[src/rtl/twin_pwm_pkg.sv]
package twin_pwm_pkg;

    localparam int NCH    = 2;
    localparam int NSRC   = 4;
    localparam int SEL_W  = $clog2(NSRC);
    localparam int DIV_W  = 7;
    localparam int CNT_W  = 16;
    localparam int DATA_W = 2 * CNT_W;

    typedef struct packed {
        logic [CNT_W-1:0] hi;
        logic [CNT_W-1:0] lo;
    } duty_t;

    typedef struct packed {
        logic             clk_en;
        logic [DIV_W-1:0] div;
        logic [SEL_W-1:0] sel;
        logic             out_en;
    } chan_cfg_t;

    function automatic int en_bit(input int c);
        return c;
    endfunction

    function automatic int sel_lsb(input int c);
        return 4 + SEL_W * c;
    endfunction

    function automatic int div_lsb(input int c);
        return 8 + 8 * c;
    endfunction

    function automatic int cke_bit(input int c);
        return div_lsb(c) + DIV_W;
    endfunction

endpackage

[src/rtl/twin_pwm_regs.sv]
module twin_pwm_regs
    import twin_pwm_pkg::*;
#(
    parameter int ADDR_W = 4
) (
    input  logic                      clk,
    input  logic                      rst,
    input  logic                      we,
    input  logic [ADDR_W-1:0]         addr,
    input  logic [DATA_W-1:0]         wdata,
    output logic [DATA_W-1:0]         rdata,
    output duty_t     [NCH-1:0]       duty_q,
    output chan_cfg_t [NCH-1:0]       cfg_q
);
    localparam int IDX_W = ADDR_W - 2;

    logic [IDX_W-1:0] idx;
    logic             unused_bits;

    assign idx         = addr[ADDR_W-1:2];
    assign unused_bits = ^{addr[1:0], wdata[3:2], wdata[DATA_W-1:24]};

    always_ff @(posedge clk) begin
        if (rst) begin
            duty_q <= '0;
            cfg_q  <= '0;
        end else if (we) begin
            for (int c = 0; c < NCH; c++) begin
                if (idx == IDX_W'(c)) duty_q[c] <= duty_t'(wdata);
            end
            if (idx == IDX_W'(NCH)) begin
                for (int c = 0; c < NCH; c++) begin
                    cfg_q[c].out_en <= wdata[en_bit(c)];
                    cfg_q[c].sel    <= wdata[sel_lsb(c) +: SEL_W];
                    cfg_q[c].div    <= wdata[div_lsb(c) +: DIV_W];
                    cfg_q[c].clk_en <= wdata[cke_bit(c)];
                end
            end
        end
    end

    always_comb begin
        rdata = '0;
        for (int c = 0; c < NCH; c++) begin
            if (idx == IDX_W'(c)) rdata = duty_q[c];
        end
        if (idx == IDX_W'(NCH)) begin
            for (int c = 0; c < NCH; c++) begin
                rdata[en_bit(c)]             = cfg_q[c].out_en;
                rdata[sel_lsb(c) +: SEL_W]   = cfg_q[c].sel;
                rdata[div_lsb(c) +: DIV_W]   = cfg_q[c].div;
                rdata[cke_bit(c)]            = cfg_q[c].clk_en;
            end
        end
    end

endmodule

[src/rtl/twin_pwm_presc.sv]
module twin_pwm_presc
    import twin_pwm_pkg::*;
(
    input  logic             clk,
    input  logic             rst,
    input  logic             run,
    input  logic [NSRC-1:0]  src_tick,
    input  logic [SEL_W-1:0] sel,
    input  logic [DIV_W-1:0] div,
    output logic             step
);
    logic [DIV_W-1:0] pcnt;
    logic             sel_tick;
    logic             at_top;

    assign sel_tick = src_tick[sel];
    // ">=" keeps the count bounded when the divider shrinks mid-count
    assign at_top   = (pcnt >= div);
    assign step     = run && sel_tick && at_top;

    always_ff @(posedge clk) begin
        if (rst || !run) begin
            pcnt <= '0;
        end else if (sel_tick) begin
            pcnt <= at_top ? '0 : pcnt + 1'b1;
        end
    end

    // an idle prescaler restarts its division from zero
    a_r5_idle_clear: assert property (@(posedge clk) disable iff (rst)
        !run |=> (pcnt == '0));

endmodule

[src/rtl/twin_pwm_phase.sv]
module twin_pwm_phase
    import twin_pwm_pkg::*;
(
    input  logic  clk,
    input  logic  rst,
    input  logic  en,
    input  logic  step,
    input  duty_t duty_in,
    output logic  pwm
);
    logic [CNT_W-1:0] hi_act;
    logic [CNT_W-1:0] lo_act;
    logic [CNT_W:0]   pos;
    logic [CNT_W:0]   pos_inc;
    logic [CNT_W:0]   span;
    logic             wrap;

    assign span    = {1'b0, hi_act} + {1'b0, lo_act};
    assign pos_inc = pos + 1'b1;
    assign wrap    = step && (pos_inc >= span);
    assign pwm     = en && ({1'b0, hi_act} > pos);

    always_ff @(posedge clk) begin
        if (rst) begin
            pos    <= '0;
            hi_act <= '0;
            lo_act <= '0;
        end else if (!en) begin
            pos    <= '0;
            hi_act <= duty_in.hi;
            lo_act <= duty_in.lo;
        end else if (step) begin
            if (wrap) begin
                pos    <= '0;
                hi_act <= duty_in.hi;
                lo_act <= duty_in.lo;
            end else begin
                pos <= pos_inc;
            end
        end
    end

    // a disabled channel restarts its period at position zero
    a_r10_restart: assert property (@(posedge clk) disable iff (rst)
        !en |=> (pos == '0));

    // without a counting step the position holds
    a_r8_hold: assert property (@(posedge clk) disable iff (rst)
        (en && !step) |=> $stable(pos));

    // working durations change only at a period boundary
    a_r9_boundary_only: assert property (@(posedge clk) disable iff (rst)
        (en && !wrap) |=> ($stable(hi_act) && $stable(lo_act)));

    // the position never leaves the current period
    a_r6_pos_range: assert property (@(posedge clk) disable iff (rst)
        (span != '0) |-> (pos < span));

endmodule

[src/rtl/twin_pwm_gen.sv]
module twin_pwm_gen
    import twin_pwm_pkg::*;
#(
    parameter int ADDR_W = 4
) (
    input  logic                 clk,
    input  logic                 rst,
    input  logic                 bus_we,
    input  logic [ADDR_W-1:0]    bus_addr,
    input  logic [DATA_W-1:0]    bus_wdata,
    output logic [DATA_W-1:0]    bus_rdata,
    input  logic [NCH*NSRC-1:0]  src_tick,
    output logic [NCH-1:0]       pwm_out
);
    duty_t     [NCH-1:0] duty_q;
    chan_cfg_t [NCH-1:0] cfg_q;

    twin_pwm_regs #(.ADDR_W(ADDR_W)) regs_i (
        .clk    (clk),
        .rst    (rst),
        .we     (bus_we),
        .addr   (bus_addr),
        .wdata  (bus_wdata),
        .rdata  (bus_rdata),
        .duty_q (duty_q),
        .cfg_q  (cfg_q)
    );

    for (genvar c = 0; c < NCH; c++) begin : g_chan
        logic run;
        logic step;

        assign run = cfg_q[c].out_en && cfg_q[c].clk_en;

        twin_pwm_presc presc_i (
            .clk      (clk),
            .rst      (rst),
            .run      (run),
            .src_tick (src_tick[c*NSRC +: NSRC]),
            .sel      (cfg_q[c].sel),
            .div      (cfg_q[c].div),
            .step     (step)
        );

        twin_pwm_phase phase_i (
            .clk     (clk),
            .rst     (rst),
            .en      (cfg_q[c].out_en),
            .step    (step),
            .duty_in (duty_q[c]),
            .pwm     (pwm_out[c])
        );
    end

endmodule

[config.mk]
export PLATFORM = sky130hd
export DESIGN_NAME = twin_pwm_gen
export DESIGN_NICKNAME = d
export VERILOG_FILES = /design/src/rtl/twin_pwm_pkg.sv /design/src/rtl/twin_pwm_regs.sv /design/src/rtl/twin_pwm_presc.sv /design/src/rtl/twin_pwm_phase.sv /design/src/rtl/twin_pwm_gen.sv
export SDC_FILE = /design/constraint.sdc
export NUM_CORES = 1
export LEC_CHECK = 0
export ABC_AREA = 1
export BUFFER_PORTS_ARGS = -buffer_cell sky130_fd_sc_hd__buf_2
export CORE_MARGIN = 5
export CORE_UTILIZATION = 40
export CTS_CLUSTER_DIAMETER = 200
export DETAILED_ROUTE_END_ITERATION = 16
export GPL_TIMING_DRIVEN = 0
export SLEW_MARGIN = 20
export SYNTH_ARGS = -nofsm -noshare
export SYNTH_HDL_FRONTEND = slang
export SYNTH_HIERARCHICAL = 1
export SYNTH_SLANG_ARGS = --single-unit
[constraint.sdc]
create_clock -name clk -period 4.05 [get_ports clk]
set_input_delay 0.2025 -clock clk [delete_from_list [all_inputs] [get_ports clk]]
set_output_delay 0.2025 -clock clk [all_outputs]
set_load 0.02 [all_outputs]
==> results.yml <==
routing:
  drt-vias-per-instance: 5.07
  routed_antenna_nets: 0
  detail_route.drc_violations: 0
  drt-initial-drc-count: 1210
  wire_length_per_cell_um: 16.1
  detailroute.via_count: 13751
  detailedRoute.firstPassIterationCount: 5
  route.final.wire_length_um: 43600
setup_path:
  reg2reg_setup_slack_ns: 0.46
  timing.critical_path.fanout_max: 10
  start_kind: "flip-flop"
  cp.required_ns: 4.39
  r2r.worst_path.cells: 23
  criticalPathCategory: "flip-flop to flip-flop"
  critical_path.endpoint_type: "flip-flop"
  setup.worst_path.end: "g_chan[0].phase_i/hi_act[15]$_SDFFE_PP0P_"
  critPathArrivalTime_ns: 3.93
  r2r-end: "g_chan[0].phase_i/hi_act[15]$_SDFFE_PP0P_"
  reg2reg_from: "g_chan[0].phase_i/lo_act[0]$_SDFFE_PP0P_"
  timing.critical_path.from: "g_chan[0].phase_i/lo_act[0]$_SDFFE_PP0P_"
logic_synthesis:
  postSynthNetCount: 2308
  yosysSeqAreaShare: 0.286
  ys_async_sr_fraction: 0
  post_synth_instance_area_um2: 13900
  post_synth_inst_count: 2143
  ys_warn_count: 6
  mapped_avg_cell_area_um2: 6.47
  synth_edf_count: 0
  synthFlopType: "dfxtp_1"
  postSynthRegisterBits: 198
  count_of_distinct_cell_types_in_the_synthesized_netlist: 40
placement:
  detailedPlacementHpwl_um: 34900
  port_buffers: 78
  pre_cts_setup_slack_ns: 0.509
  gp_congestion: 0.912
power:
  static-leakage-power_nw: 7.36
  power-per-cell-area_nw_per_um2: 306
  vdd_ir_drop_max_mv: 0.312
die:
  fp.dieArea_um2: 38500
  die_height_um: 196
  core_region_area_um2: 34400
  dieWidth_um: 196
  ios: 81
  total_number_of_placement_rows: 68
  floorplan.initialDensity: 0.403
clock_tree:
  cts_num_sinks: 198
  cts.root.buffer_cell: "clkbuf_16"
  htreeDepth: 4
  cts_inserted_buffers: 17
  number_of_cells_upsized_or_downsized_after_cts: 0
  cts_setup_buffers: 0
  tritoncts: "done"
  cts_hold_buffers: 5
  clk_pin_slew_worst_paths_ns: 0.08
  max_buffers_root_to_sink: 2
  insertion_delay_ns: 0.45
global_route:
  first_global_vias: 12865
  largest_net_degree_at_the_start_of_global_routing: 19
  first_pass_grt_wire_length_um: 68900
  grt_use_total: 0.224
  antenna_found_initial: 0
  gr-total-overflow: 0
sta:
  setup_tns_ns: 0
  clock-skew-final_ns: 0.0137
  hold_slack_ns: 0.0227
  final-setup-viol-count: 0
  layout_worst_path_cycle_share: 0.886
  max_clock_freq_mhz: 279
  worst-slew-pin-transition_ns: 0.709
  worst_slack_ns: 0.463
  grt_setup_unrepaired: "no"
  final-max-slew-violation-count: 0
  fin_crit_ns: 3.59
  final-hold-violation-count: 0
  relSlewSlack: 0.528
run:
  drv.max_cap_violation_count: 0
hold_path:
  hold_class: "primary input to flip-flop"
outcome:
  outcome: "finished clean"
layout:
  num_antenna_cells: 0
  design.final.nets: 2410
  drive_gt1_frac: 0.107
  syn_to_final_growth_pct: 11.4
-- flip-flops by register name, indices dropped and copies added (netlist names) --
signal and count:
g_chan.phase_i/hi_act 32, g_chan.phase_i/lo_act 32, g_chan.phase_i/pos 34, g_chan.presc_i/pcnt 14
regs_i/cfg_q 22, regs_i/duty_q 64
-- worst min-delay path by stage --
stage	startpoint	end	depth (start not counted)	slack (ns)
detailed placement	bus_wdata[26]	regs_i/duty_q[58]$_SDFFE_PP0P_	3	0.45
finish	bus_wdata[5]	regs_i/duty_q[37]$_SDFFE_PP0P_	3	0.02
CTS	bus_wdata[5]	regs_i/cfg_q[2]$_SDFFE_PP0P_	3	0.002
global placement	bus_wdata[29]	regs_i/duty_q[61]$_SDFFE_PP0P_	3	0.44
global route	bus_wdata[5]	regs_i/cfg_q[2]$_SDFFE_PP0P_	3	0.03
floorplan	bus_wdata[0]	regs_i/cfg_q[0]$_SDFFE_PP0P_	2	0.34
-- cell usage in the layout (no fill, tap or decap), drive strengths merged --
cell type    Yosys  layout
a21o            10      10
nor2           321     321
xor2            42      42
dlygate4sd3      0       5
or2              2       2
a221oi           2       2
dfxtp          198     198
o31ai            3       3
nand3          154     154
a31oi            2       2
inv            300     304
clkinvlp         0       1
o21bai           2       2
o211ai          24      24
a21oi          181     181
xnor2            8       8
ha             116     116
a21boi           1       1
buf             64     142
nor3            11      11
nor4             2       2
nand3b           4       4
nand4           54      54
clkbuf          21      41
clkinv           2       9
o21ai           40      40
nand2          577     577
fa               2       2
-- area by class of cell --
cell class / count / area, um2
inverter: 302 / 1130
tap: 455 / 569
clock buffer: 20 / 447
fill: 3699 / 18900
multi-input combinational: 1558 / 8280
clock inverter: 12 / 118
buffer: 85 / 485
sequential: 198 / 3960
timing repair buffer: 83 / 440
-- per-stage QoR --
stage	cell area, um2	cells	power, mW	util
5_1_grt	15400	2713	4.96	0.449
3_5_place_dp	14800	2676	3.07	0.431
6_report	15400	2713	4.72	0.449
3_3_place_gp	14800	2676	3.06	0.431
2_1_floorplan	13900	2143	2.79	-
4_1_cts	15400	2713	4.75	0.449
-- cell usage after synthesis, types with 9 or more instances --
| master | number | area [um2] |
|---|---|---|
| dfxtp_1 | 198 | 3960 |
| o211ai_1 | 24 | 180 |
| ha_1 | 116 | 1450 |
| a21oi_1 | 181 | 906 |
| nand3_2 | 25 | 250 |
| nor2_1 | 302 | 1130 |
| o21ai_0 | 35 | 175 |
| buf_6 | 12 | 135 |
| nand2_2 | 10 | 62.6 |
| nor3_1 | 10 | 50.1 |
| clkbuf_1 | 21 | 78.8 |
| buf_1 | 9 | 33.8 |
| nand3_1 | 129 | 646 |
| nor2_2 | 14 | 87.6 |
| xor2_1 | 41 | 359 |
| buf_2 | 34 | 170 |
| nand4_1 | 52 | 325 |
| nand2_1 | 559 | 2100 |
| buf_4 | 9 | 67.6 |
| inv_1 | 294 | 1100 |
| a21o_1 | 10 | 75.1 |
-- logic make-up (layout without fill, tap and decap cells) --
| group | count (synthesis) | count (layout) | share of synthesized area |
|---|---|---|---|
| XOR/XNOR | 50 | 50 | 0.0321 |
| flip-flops | 198 | 198 | 0.286 |
| AND/OR/NAND/NOR | 1125 | 1125 | 0.353 |
| AO/OA/AOI/OAI | 265 | 265 | 0.105 |
| buffers and inverters | 387 | 502 | 0.117 |
| adder cells (fa/ha/maj) | 118 | 118 | 0.108 |
-- critical path, stage by stage (launching register included) --
cell     delay, ns
dfxtp_1       0.34
ha_1          0.22
fa_1          0.40
nand2_1       0.08
nand2_1       0.05
o21ai_0       0.17
o21ai_2       0.13
nand3_1       0.08
nand2_1       0.13
nand3_1       0.12
nand2_1       0.06
nand2_1       0.06
nand2_1       0.09
ha_1          0.31
nand2_1       0.07
nor2_1        0.15
nand2_1       0.11
nor2_1        0.11
nand2_1       0.07
nand4_2       0.11
nand2_4       0.14
buf_6         0.18
a21oi_1       0.22
nor2_1        0.07
-- report_power, final --
group / total [mW] / internal (mW) / switching (mW)
Clock: 1.67 / 0.827 / 0.847
Combinational: 0.925 / 0.328 / 0.597
Sequential: 2.12 / 2.03 / 0.0908
-- routing by layer --
layer | share of wire | global-route usage | up-vias | wire length (um)
met5 | 0 | 0 | - | 0
li1 | - | - | 7027 | -
met3 | 0.057 | 0.0323 | 58 | 2500
met4 | 0.021 | 0.0597 | 0 | 931
met1 | 0.49 | 0.328 | 6254 | 21300
met2 | 0.43 | 0.344 | 412 | 18800
Power figures use the tool's default switching activity.
